`src/rtl/legio_pkg.sv`:
```
package legio_pkg;
    localparam int ADDR_W  = 16;
    localparam int ALIAS_W = 10;
    localparam int NUM_WIN = 4;
    localparam int CTRL_W  = 6;

    localparam int W_SB  = 0;
    localparam int W_FM  = 1;
    localparam int W_MPU = 2;
    localparam int W_JOY = 3;

    localparam int C_EN_SB  = 0;
    localparam int C_EN_FM  = 1;
    localparam int C_EN_JOY = 2;
    localparam int C_EN_MPU = 3;
    localparam int C_IRQEN  = 4;
    localparam int C_ALIAS  = 5;

    typedef enum logic [1:0] {
        ST_IDLE = 2'd0,
        ST_HIT  = 2'd1,
        ST_MISS = 2'd2
    } legio_state_e;

    function automatic int win_span_lg(input int w);
        case (w)
            W_SB:    return 4;
            W_FM:    return 2;
            W_MPU:   return 1;
            default: return 0;
        endcase
    endfunction
endpackage

```
`src/rtl/legio_window_match.sv`:
```
module legio_window_match #(
    parameter int ADDR_W  = 16,
    parameter int ALIAS_W = 10,
    parameter int SPAN_LG = 0
) (
    input  logic [ADDR_W-1:0] addr_i,
    input  logic [ADDR_W-1:0] base_i,
    input  logic              en_i,
    input  logic              lad_i,
    input  logic              alias_i,
    output logic              hit_o
);
    logic [ADDR_W-1:0] keep;

    genvar b;
    generate
        for (b = 0; b < ADDR_W; b++) begin : g_bit
            if (b < SPAN_LG) begin : g_off
                assign keep[b] = 1'b0;
            end else if (b < ALIAS_W) begin : g_low
                assign keep[b] = 1'b1;
            end else begin : g_high
                assign keep[b] = ~alias_i;
            end
        end
    endgenerate

    assign hit_o = en_i && !lad_i && (((addr_i ^ base_i) & keep) == '0);
endmodule

```
`src/rtl/legio_prio_sel.sv`:
```
module legio_prio_sel #(
    parameter int N = 4
) (
    input  logic [N-1:0] req_i,
    output logic [N-1:0] gnt_o
);
    always_comb begin
        logic taken;
        taken = 1'b0;
        gnt_o = '0;
        for (int i = 0; i < N; i++) begin
            if (req_i[i] && !taken) begin
                gnt_o[i] = 1'b1;
                taken    = 1'b1;
            end
        end
    end
endmodule

```
`src/rtl/legio_decoder.sv`:
```
module legio_decoder
    import legio_pkg::*;
(
    input  logic              clk,
    input  logic              rst_n,
    input  logic              io_valid_i,
    input  logic [ADDR_W-1:0] io_addr_i,
    input  logic              lad_i,
    input  logic [CTRL_W-1:0] ctrl_i,
    input  logic [ADDR_W-1:0] base_sb_i,
    input  logic [ADDR_W-1:0] base_fm_i,
    input  logic [ADDR_W-1:0] base_mpu_i,
    input  logic [ADDR_W-1:0] base_joy_i,
    input  logic              midi_rx_i,
    output logic [NUM_WIN-1:0] sel_o,
    output logic              fm_access_o,
    output logic              claim_o,
    output logic              mpu_irq_en_o,
    output logic              mpu_irq_o
);
    logic [NUM_WIN-1:0][ADDR_W-1:0] bases;
    logic [NUM_WIN-1:0]             win_en;
    logic [NUM_WIN-1:0]             hit;
    logic [NUM_WIN-1:0]             gnt;
    logic                           alias_sub;
    legio_state_e                   state_q, state_d;
    logic [NUM_WIN-1:0]             sel_q;
    logic                           fm_acc_q;
    logic                           irq_q;

    assign bases[W_SB]   = base_sb_i;
    assign bases[W_FM]   = base_fm_i;
    assign bases[W_MPU]  = base_mpu_i;
    assign bases[W_JOY]  = base_joy_i;
    assign win_en[W_SB]  = ctrl_i[C_EN_SB];
    assign win_en[W_FM]  = ctrl_i[C_EN_FM];
    assign win_en[W_MPU] = ctrl_i[C_EN_MPU];
    assign win_en[W_JOY] = ctrl_i[C_EN_JOY];

    genvar w;
    generate
        for (w = 0; w < NUM_WIN; w++) begin : g_win
            legio_window_match #(
                .ADDR_W (ADDR_W),
                .ALIAS_W(ALIAS_W),
                .SPAN_LG(win_span_lg(w))
            ) u_match (
                .addr_i (io_addr_i),
                .base_i (bases[w]),
                .en_i   (win_en[w]),
                .lad_i  (lad_i),
                .alias_i(ctrl_i[C_ALIAS]),
                .hit_o  (hit[w])
            );
        end
    endgenerate

    legio_prio_sel #(.N(NUM_WIN)) u_prio (
        .req_i(hit),
        .gnt_o(gnt)
    );

    // FM register alias offsets inside the sound-card window
    always_comb begin
        unique case (io_addr_i[3:0])
            4'h0, 4'h1, 4'h2, 4'h3, 4'h8, 4'h9: alias_sub = 1'b1;
            default:                            alias_sub = 1'b0;
        endcase
    end

    always_comb begin
        if (!io_valid_i) begin
            state_d = ST_IDLE;
        end else if (|hit) begin
            state_d = ST_HIT;
        end else begin
            state_d = ST_MISS;
        end
    end

    always_ff @(posedge clk or negedge rst_n) begin
        if (!rst_n) begin
            state_q <= ST_IDLE;
        end else begin
            state_q <= state_d;
        end
    end

    always_ff @(posedge clk or negedge rst_n) begin
        if (!rst_n) begin
            sel_q    <= '0;
            fm_acc_q <= 1'b0;
            irq_q    <= 1'b0;
        end else begin
            unique case (state_d)
                ST_HIT: begin
                    sel_q    <= gnt;
                    fm_acc_q <= gnt[W_FM] | (gnt[W_SB] & alias_sub);
                end
                ST_IDLE, ST_MISS: begin
                    sel_q    <= '0;
                    fm_acc_q <= 1'b0;
                end
                default: begin
                    sel_q    <= '0;
                    fm_acc_q <= 1'b0;
                end
            endcase
            irq_q <= midi_rx_i & mpu_irq_en_o;
        end
    end

    assign mpu_irq_en_o = !lad_i && ctrl_i[C_EN_MPU] && ctrl_i[C_IRQEN];
    assign sel_o        = sel_q;
    assign fm_access_o  = fm_acc_q;
    assign claim_o      = (state_q == ST_HIT);
    assign mpu_irq_o    = irq_q;
endmodule

```
`config.mk`:
```
export PLATFORM = sky130hd
export DESIGN_NAME = legio_decoder
export DESIGN_NICKNAME = d
export VERILOG_FILES = /design/src/rtl/legio_pkg.sv /design/src/rtl/legio_window_match.sv /design/src/rtl/legio_prio_sel.sv /design/src/rtl/legio_decoder.sv
export SDC_FILE = /design/constraint.sdc
export NUM_CORES = 1
export LEC_CHECK = 0
export ABC_AREA = 1
export BUFFER_PORTS_ARGS = -buffer_cell sky130_fd_sc_hd__buf_4
export CORE_MARGIN = 1.5
export CORE_UTILIZATION = 44
export CTS_BUF_LIST = sky130_fd_sc_hd__clkbuf_8
export DETAILED_ROUTE_END_ITERATION = 12
export GPL_TIMING_DRIVEN = 0
export MAX_ROUTING_LAYER = met4
export PLACE_DENSITY = 0.83
export SYNTH_ARGS = -nofsm -noshare
export SYNTH_HDL_FRONTEND = slang
export SYNTH_HIERARCHICAL = 1
export SYNTH_SLANG_ARGS = --single-unit
```
`constraint.sdc`:
```
create_clock -name clk -period 0.8 [get_ports clk]
set_clock_uncertainty 0.05 [all_clocks]
set_input_delay 0.08 -clock clk [delete_from_list [all_inputs] [get_ports clk]]
set_output_delay 0.08 -clock clk [all_outputs]
set_load 0.1 [all_outputs]
```
### Word level (Yosys, flattened, before mapping)

Cells that the tools add are included.

* equality and inequality tests: 7
* muxes and demuxes: 11
* bitwise gates (word level): 12
* reduce and logical (&&, ||, !) cells: 23

Operators by type and width (count)
* 16-bit AND: 4
* 16-bit zero test: 4
* 16-bit XOR: 4
* 1-bit logical AND: 12
* 4-bit by 2-bit == test with 1-bit output (second input constant): 2
* 4-bit == test (second input constant): 2
* 1-bit 2-to-1 mux: 8
* 6-bit OR reduction: 1
* 2-bit by 1-bit == test with 1-bit output (second input constant): 2
* 4-bit by 1-bit == test with 1-bit output (second input constant): 1
* 1-bit zero test: 4
* 4-bit zero test: 1
* 2-bit 2-to-1 mux: 2
* 4-bit 2-to-1 mux: 1
* 4-bit OR reduction: 1
* 1-bit AND: 2
* 1-bit NOT: 1
* 1-bit bitwise OR: 1

* flip-flop bits (word level): 8
* input bits: 91
* output and inout port bits: 8

### Depth between registers and ports, before layout

Gate-level depths: netlist of the first run.

* depth in word-level cells: 15
* mapped depth: 13
* gate-level depth less buffers: 13

### Cells and area by module

The synthesis of the first run kept the hierarchy.

Modules (own cells, without submodules)
* legio_window_match (g_win[3].u_match): times used 1, cells an instance 79, area each 337.8 sq um, seq. area each 0.0 sq um
* legio_window_match (g_win[2].u_match): times used 1, cells an instance 81, area each 317.8 sq um, seq. area each 0.0 sq um
* legio_decoder: times used 1, cells an instance 35, area each 310.3 sq um, seq. area each 200.2 sq um
* legio_window_match (g_win[1].u_match): times used 1, cells an instance 70, area each 294.0 sq um, seq. area each 0.0 sq um
* legio_window_match (g_win[0].u_match): times used 1, cells an instance 64, area each 252.7 sq um, seq. area each 0.0 sq um
* legio_prio_sel: times used 1, cells an instance 9, area each 37.5 sq um, seq. area each 0.0 sq um

### Worst setup path after synthesis of the first run

OpenSTA, ideal clock, no wires.

* path type: register to output
* start point: register state_q[1]
* end point: output port claim_o
* arrival: 1.604 ns
* required time: 0.670 ns
* path slack: -0.934 ns
* stages on the path, launching flop included: 2
* path buffers: 0
* cell sequence: dfrtp_1 -> nor2_1

* word-level cells in the longest chain between the ends: 1

RTL lines
* start: declaration: RTL line legio_decoder.sv:26 `legio_state_e state_q, state_d;`
* start signal: assignment: RTL line legio_decoder.sv:85 `state_q <= state_d;`
* 2-bit by 1-bit == test with 1-bit output: RTL line legio_decoder.sv:116 `assign claim_o = (state_q == ST_HIT);`
* end: declaration: RTL line legio_decoder.sv:17 `output logic claim_o,`

Every way passes these cells.

### Final worst setup path of the first run

Ends and elaborated chain as after synthesis.

==> flow_summary.toml, run 1 <==
[cts]
clk_pin_slew_ns = 0.04
cts_tree = "done"
h-tree-depth = 1
cts_buffer_depth = 2
numCtsBuffers = 3
cts_sinks = 8
cts-root-buf = "clkbuf_8"

[synthesis]
synthTopCellsByCount = "nand2_1, inv_1, nor2_1, nand3_1"
async_flop_share = 1.00
synth_simple_gate_area_frac = 0.500
synthAdderAreaFrac = 0
yosys.cell_types.count = 18
synth-compound-area-share = 0.0404
synth_xor_area_frac = 0.0621
synth_area_leaders = "nand2_1, inv_1, dfrtp_1"
syn-instance-count = 338
synth.most_common_cell = "nand2_1"
synth_nets = 429
yosys_warnings = 6
synthFlopType = "dfrtp_1"
synth_area_leader_cell = "nand2_1"
synth_top_family_by_area = "simple AND/OR/NAND/NOR gates"
synthMuxAreaShare = 0
synth_edf_count = 0
avgSynthCellArea_sq_um = 4.59
synthesis.area_sq_um = 1550
synth-seq-cells = 8
synth.top_cell.area_share = 0.329
ys_seq_area_frac = 0.129

[layout]
final_cells = 481
nNetsFinal = 527
fin_area_sq_um = 2740
ff_latch_area_sq_um = 208
antennaDiodeCount = 0
nFillCells = 251
final_util = 0.814
multi_input_area_sq_um = 1070
area_growth_pct = 76.6
drive_gt1_frac = 0.409

[power_and_ir_drop]
power.density_nw_per_um2 = 731
p_leak_uw = 0.00172
ir_worst_vdd_v = 0.000336

[global_routing]
grt_pass1_vias = 1951
grt.overflow.total = 0
antenna_found_initial = 0
grt_pass1_wl_mm = 7.76
grtUsageTotal = 0.247
grt_max_degree = 9

[sta]
hold_viol = 0
hold_slack_ns = 0.00899
slew_headroom = 0.778
slew_viol_final = 0
worst_pin_slew_ns = 0.331
setup_ws_ns = -0.249
period_needed_ns = 1.05
fmax_mhz = 953
rsz0062_at_grt = "true"
setup_violations = 15
finalCritPeriodShare = 1.31

[worst_setup_path]
critical_path_class = "register to primary output"
end_kind = "primary output"
crit_required_ns = 0.67
crit_start = "state_q[1]$_DFF_PN0_"
crit_path_end = "claim_o"
critical_path_arrival_ns = 0.92
startpoint_type = "register"
path_max_fanout = 1

[drt]
ant_nets = 0
drtIter0Drc = 91
vias = 2076
viasPerCell = 4.32
drt_wl_total_mm = 4.83
drc_errors = 0
wl_per_cell_microns = 10.0
first_pass_iters = 4

[status]
status = "complete, but fails checks"
violations = "negative setup slack"

[floorplan]
start_util = 0.461
core.rowCount = 21
core_area_sq_um = 3360
dieArea_sq_um = 3890
die_h_microns = 62.4
die_x_microns = 62.4
top_level_ports = 99

[place]
gp_congestion = 0.888
dpl_cell_area_sq_um = 2360
detailed_place_hpwl_mm = 3.57
port_buffers = 91
post-place-cells = 475

[hold_path]
hold_class = "primary input to register"

[run]
max_cap_viol_count = 0
==> worst min path at each step <==
| stage | from | end | slack (ns) | depth (start not counted) |
|---|---|---|---|---|
| after global routing | midi_rx_i | mpu_irq_o$_DFF_PN0_ | 0.03 | 3 |
| after global placement | rst_n | state_q[0]$_DFF_PN0_ | -0.15 | 1 |
| final | midi_rx_i | mpu_irq_o$_DFF_PN0_ | 0.009 | 3 |
| after floorplan | rst_n | fm_access_o$_DFF_PN0_ | -0.27 | 0 |
| after CTS | midi_rx_i | mpu_irq_o$_DFF_PN0_ | 0.01 | 3 |
| after detailed placement | rst_n | state_q[0]$_DFF_PN0_ | -0.15 | 1 |
==> state kept, by name, summed over array words and instances, names as in the netlist <==
register / flops
fm_access_o: 1
mpu_irq_o: 1
sel_o: 4
state_q: 2
==> cell usage in the layout (no fill, tap or decap) <==
cell type	n
a21oi_1	1
a21oi_2	2
buf_12	7
buf_4	68
buf_6	9
buf_8	9
clkbuf_8	3
clkinv_1	1
clkinv_4	2
clkinvlp_4	1
dfrtp_1	2
dfrtp_2	6
dlygate4sd3_1	1
inv_1	82
inv_2	19
inv_4	1
inv_8	4
nand2_1	115
nand2_2	21
nand2_4	1
nand3_1	9
nand3_2	2
nor2_1	30
nor2_2	16
nor2_4	4
o21ai_1	7
o21ai_2	1
xnor2_1	1
xnor2_2	2
xor2_1	8
==> layout make-up <==
cell class                      instances  share of cell area
Multi-Input combinational cell        220               0.393
Timing Repair Buffer                   93               0.325
Inverter                              109               0.166
Sequential cell                         8              0.0759
Tap cell                               46              0.0210
Clock buffer                            3              0.0151
Buffer                                  1             0.00274
Clock inverter                          1             0.00137
==> per-stage QoR <==
| stage | worst slack (ns) | TNS, ns | power (uW) |
|---|---|---|---|
| finish | -0.249 | -2.57 | 2000 |
| detailed placement | -0.493 | -3.49 | 1340 |
| global placement | -0.477 | -3.38 | 1330 |
| global route | -0.348 | -3.54 | 2160 |
| floorplan | -0.202 | -1.19 | 851 |
| CTS | -0.230 | -2.39 | 1900 |
==> layer usage <==
layer  wire length (microns)  global-route usage
met5                       0                   -
met4                     112              0.0917
met3                     203              0.0254
met2                    2560               0.451
met1                    1960               0.279
==> worst max-delay path, cell delays in order (launching register included) <==
cell     delay (ns)
dfrtp_1        0.38
nor2_4         0.13
buf_12         0.18
==> kinds of logic after synthesis <==
kind of cell / count (synthesis)
AND/OR/NAND/NOR: 198
buffers and inverters: 110
AO/OA/AOI/OAI: 11
XOR/XNOR: 11
flip-flops: 8
==> what timing repair did <==
action                     in CTS  in global routing
pin swaps                      23                 41
resized for setup              39                 63
buffers inserted                1                  0
hold endpoints to repair        8                  0
hold buffers                    1                  0
setup endpoints to repair      15                 15
==> power breakdown <==
part / internal (uW) / switching [uW]
clock network: 333 / 167
registers: 411 / 2.85
logic: 561 / 526
Power figures use the tool's default switching activity.
==> run 2, diff against run 1 <==
--- a/config.mk
+++ b/config.mk
@@ -8,12 +8,12 @@
 export ABC_AREA = 1
 export BUFFER_PORTS_ARGS = -buffer_cell sky130_fd_sc_hd__buf_4
 export CORE_MARGIN = 1.5
-export CORE_UTILIZATION = 44
+export CORE_UTILIZATION = 48
 export CTS_BUF_LIST = sky130_fd_sc_hd__clkbuf_8
 export DETAILED_ROUTE_END_ITERATION = 12
 export GPL_TIMING_DRIVEN = 0
 export MAX_ROUTING_LAYER = met4
-export PLACE_DENSITY = 0.83
+export PLACE_DENSITY = 0.89
 export SYNTH_ARGS = -nofsm -noshare
 export SYNTH_HDL_FRONTEND = slang
 export SYNTH_HIERARCHICAL = 1
==> constraint.sdc (replaced) <==
create_clock -name clk -period 1.3 [get_ports clk]
set_clock_uncertainty 0.05 [all_clocks]
set_input_delay 0.13 -clock clk [delete_from_list [all_inputs] [get_ports clk]]
set_output_delay 0.13 -clock clk [all_outputs]
set_load 0.1 [all_outputs]
==> flow_summary.toml, run 2 (same netlist as run 1, synthesis figures left out) <==
[status]
status = "complete, no violations"

[place]
post-place-cells = 473
port_buffers = 91
detailed_place_hpwl_mm = 3.56
gp_congestion = 0.848

[global_routing]
grt_pass1_vias = 1721
grtUsageTotal = 0.240
grt.overflow.total = 0
grt_max_degree = 9
grt_pass1_wl_mm = 6.58
antenna_found_initial = 0

[cts]
cts_buffer_depth = 2
clk_pin_slew_ns = 0.04
cts_resized = 0
cts_tree = "done"
cts_sinks = 8
cts-root-buf = "clkbuf_8"
numCtsBuffers = 3
post-cts-setup-buffers = 0
h-tree-depth = 1
postCtsHoldBufs = 1

[layout]
drive_gt1_frac = 0.245
largest_reg_flops = 4
nNetsFinal = 526
antennaDiodeCount = 0
final_cells = 477
layout_commonest_cell = "nand2_1"
mostFrequentLayoutCells = "nand2_1, inv_1, buf_4"
area_growth_pct = 51.4

[sta]
hold_slack_ns = 0.0755
slew_viol_final = 0
rsz0062_at_grt = "false"
fmax_mhz = 851
setup_violations = 0
finalCritPeriodShare = 0.904
slew_headroom = 0.814
hold_viol = 0
period_needed_ns = 1.18
worst_pin_slew_ns = 0.281

[worst_setup_path]
path_cells = "nor2_4 -> buf_4"
critical_path_class = "register to primary output"
startpoint_type = "register"
critical_path_arrival_ns = 1.00
cp_slowest_stage_delay_ns = 0.38
path_max_fanout = 1
crit_required_ns = 1.12
critPathSlowestCell = "dfrtp_1"
cpLargestDelayFamily = "flip-flops"
path_buf_inv = 1
end_kind = "primary output"

[drt]
ant_nets = 0
vias = 1981
drt_wl_total_mm = 4.03
drtIter0Drc = 72
wl_per_cell_microns = 8.45
viasPerCell = 4.15
drc_errors = 0
first_pass_iters = 5

[power_and_ir_drop]
ir_worst_vdd_v = 0.000245
p_leak_uw = 0.00166
power.density_nw_per_um2 = 464

[hold_path]
min_path_cells = 3
hold_class = "primary input to register"
whs_endpoint = "mpu_irq_o$_DFF_PN0_"
hold_start = "midi_rx_i"

[floorplan]
core_area_sq_um = 3050
die_x_microns = 59.8
start_util = 0.508
die_h_microns = 59.8
dieArea_sq_um = 3580
core.rowCount = 20
top_level_ports = 99

[run]
max_cap_viol_count = 0
## run 2: how the worst max path moves through the flow
stage / from / endpoint / slack [ns] / depth (start not counted)
finish: state_q[1]$_DFF_PN0_ / claim_o / 0.12 / 2
global route: io_addr_i[7] / fm_access_o$_DFF_PN0_ / 0.009 / 12
CTS: state_q[1]$_DFF_PN0_ / claim_o / 0.12 / 2
detailed placement: ctrl_i[5] / sel_o[3]$_DFF_PN0_ / -0.05 / 11
global placement: ctrl_i[5] / fm_access_o$_DFF_PN0_ / -0.05 / 11
floorplan: fm_access_o$_DFF_PN0_ / fm_access_o / 0.24 / 0
## run 2: layout make-up
class	count	area (sq um)
multi-input combinational	220	941
fill	283	706
timing repair buffer	92	693
inverter	109	409
sequential	8	200
tap	44	55.1
clock buffer	3	41.3
buffer	1	7.51
## run 2: where the power goes
part,switching (uW),internal (uW)
Combinational,269,280
Sequential,1.47,253
Clock,86.2,199
## run 2: metal layers
metal / GRT usage / up-vias / part of all wire
li1: - / 1119 / -
met1: 0.298 / 805 / 0.45
met2: 0.413 / 51 / 0.50
met3: 0.0216 / 6 / 0.044
met4: 0.0635 / 0 / 0.011
met5: - / - / 0
## run 2: through the flow
step	TNS [ns]	total power, uW	utilization	worst slack (ns)	instance area, sq um
2_1_floorplan	0	512	-	0.237	1560
3_3_place_gp	-0.177	791	0.752	-0.0451	2300
3_5_place_dp	-0.228	804	0.752	-0.0484	2300
4_1_cts	0	1100	0.769	0.117	2350
5_1_grt	0	1180	0.769	0.00887	2350
6_report	0	1090	0.769	0.125	2350
==> run 3, diff against run 2 <==
--- a/config.mk
+++ b/config.mk
@@ -5,10 +5,10 @@
 export SDC_FILE = /design/constraint.sdc
 export NUM_CORES = 1
 export LEC_CHECK = 0
-export ABC_AREA = 1
+export ABC_AREA = 0
 export BUFFER_PORTS_ARGS = -buffer_cell sky130_fd_sc_hd__buf_4
 export CORE_MARGIN = 1.5
-export CORE_UTILIZATION = 48
+export CORE_UTILIZATION = 40
 export CTS_BUF_LIST = sky130_fd_sc_hd__clkbuf_8
 export DETAILED_ROUTE_END_ITERATION = 12
 export GPL_TIMING_DRIVEN = 0
==> flow_summary.toml, run 3 <==
[worst_setup_path]
path_max_fanout = 6
crit_required_ns = 1.41
critical_path_class = "primary input to register"
critical_path_arrival_ns = 1.64
end_kind = "register"
startpoint_type = "primary input"

[synthesis]
synth_edf_count = 0
synth.top_cell.area_share = 0.268
synth_area_leaders = "xor2_1, xnor2_1, dfrtp_1"
avgSynthCellArea_sq_um = 9.09
yosys.cell_types.count = 23
synthFlopType = "dfrtp_1"
synth_area_leader_cell = "xor2_1"
synth-seq-cells = 8
synth.most_common_cell = "xor2_1"
syn-instance-count = 108
synthesis.area_sq_um = 982
ys_seq_area_frac = 0.204
synth_nets = 199
yosys_warnings = 6
synthTopCellsByCount = "xor2_1, xnor2_1, dfrtp_1, nor4_1, and2_1"
async_flop_share = 1.00

[cts]
cts-root-buf = "clkbuf_8"
clk_pin_slew_ns = 0.04
h-tree-depth = 1
cts_tree = "done"
cts_buffer_depth = 2
numCtsBuffers = 3
cts_sinks = 8

[global_routing]
grtUsageTotal = 0.255
grt_pass1_vias = 1244
grt_max_degree = 9
grt.overflow.total = 0
grt_pass1_wl_mm = 5.04
antenna_found_initial = 0

[drt]
drc_errors = 0
wl_per_cell_microns = 13.9
ant_nets = 0
drtIter0Drc = 12
first_pass_iters = 4
vias = 1171
drt_wl_total_mm = 3.32
viasPerCell = 4.92

[place]
port_buffers = 91
gp_congestion = 0.852
detailed_place_hpwl_mm = 2.75
dpl_cell_area_sq_um = 1730

[layout]
drive_gt1_frac = 0.557
layout_commonest_cell = "buf_4"
antennaDiodeCount = 0
final_util = 0.851
nNetsFinal = 303
area_growth_pct = 95.4
fin_area_sq_um = 1920
largest_reg_flops = 4
mostFrequentLayoutCells = "buf_4, xor2_1, xnor2_1"

[sta]
slew_headroom = 0.775
finalCritPeriodShare = 1.18
period_needed_ns = 1.53
hold_viol = 0
setup_violations = 7
fmax_mhz = 652
rsz0062_at_grt = "true"
setup_ws_ns = -0.234
slew_viol_final = 0
worst_pin_slew_ns = 0.334

[status]
status = "complete, but fails checks"
violations = "negative setup slack"

[power_and_ir_drop]
power.density_nw_per_um2 = 533
p_leak_uw = 0.000906
ir_worst_vdd_v = 0.000949

[floorplan]
core_area_sq_um = 2250
core.rowCount = 17
dieArea_sq_um = 2760
die_x_microns = 52.6
start_util = 0.436
top_level_ports = 99
die_h_microns = 52.6

[hold_path]
min_path_cells = 2
hold_class = "primary input to register"

[run]
max_cap_viol_count = 0
-- run 3: cell types whose count changed in the layout (fill, tap and decap cells not counted), moves of 6 or more --
cell     delta
xor2_1     +21
nand3_1     -7
inv_1     -106
buf_6       +6
nand2_1   -135
nor2_1     -45
xnor2_1    +24
-- run 3: power by group --
group | internal [uW] | switching (uW)
Combinational | 289 | 197
Clock | 199 | 83.5
Sequential | 253 | 1.00
-- run 3: final cells by class --
class	count	area, sq um
clock buffers	3	41.3
fillers	125	335
multi-input cells	98	848
plain buffers	1	7.51
flip-flops and latches	8	200
inverters	1	3.75
repair buffers	99	783
well taps	28	35.0
-- run 3: stage by stage --
step	total power, uW	hold WS (ns)	TNS [ns]	instances	setup slack [ns]
after floorplan	433	-0.216	-0.689	108	-0.166
after global placement	696	-0.105	-3.12	227	-0.492
after detailed placement	711	-0.102	-3.35	227	-0.523
after CTS	1020	0.0850	-1.31	237	-0.200
after global routing	1090	0.0802	-2.34	238	-0.356
final	1020	0.0848	-1.50	238	-0.234
-- run 3: cells by family after synthesis --
kind of cell | share of synthesized area
and+or+nand+nor | 0.236
buffers and inverters | 0.0115
DFF | 0.204
AOI/OAI and AO/OA | 0.0408
xor gates and xnor gates | 0.508
-- run 3: worst max-delay path, stage by stage --
cell and delay [ns]:
buf_4 0.12, xor2_1 0.15, nor4_1 0.31, a31oi_1 0.14
nor3_2 0.20, buf_4 0.17, nor4_4 0.05, nor2b_2 0.22
o21a_1 0.16
-- run 3: repair_timing --
item | in CTS | in global routing
hold buffers | 1 | 0
endpoints found under the setup margin | 7 | 7
gates cloned | 0 | 0
buffers inserted | 6 | 1
resized for setup | 11 | 6
hold endpoints to repair | 8 | 0
pin swaps | 17 | 10
-- run 3: worst paths after layout --
| check | from | to | slack, ns |
|---|---|---|---|
| min | midi_rx_i | mpu_irq_o$_DFF_PN0_ | 0.08 |
| max in group asynchronous | rst_n | fm_access_o$_DFF_PN0_ | 0.86 |
| min in group asynchronous | rst_n | sel_o[2]$_DFF_PN0_ | 0.22 |
| max | base_sb_i[14] | fm_access_o$_DFF_PN0_ | -0.23 |
-- run 3: metal layers --
layer | vias to the layer above | GRT usage | wire [microns]
li1 | 574 | - | -
met1 | 521 | 0.246 | 1190
met2 | 64 | 0.504 | 1810
met3 | 12 | 0.0371 | 216
met4 | 0 | 0.0897 | 105
met5 | - | - | 0
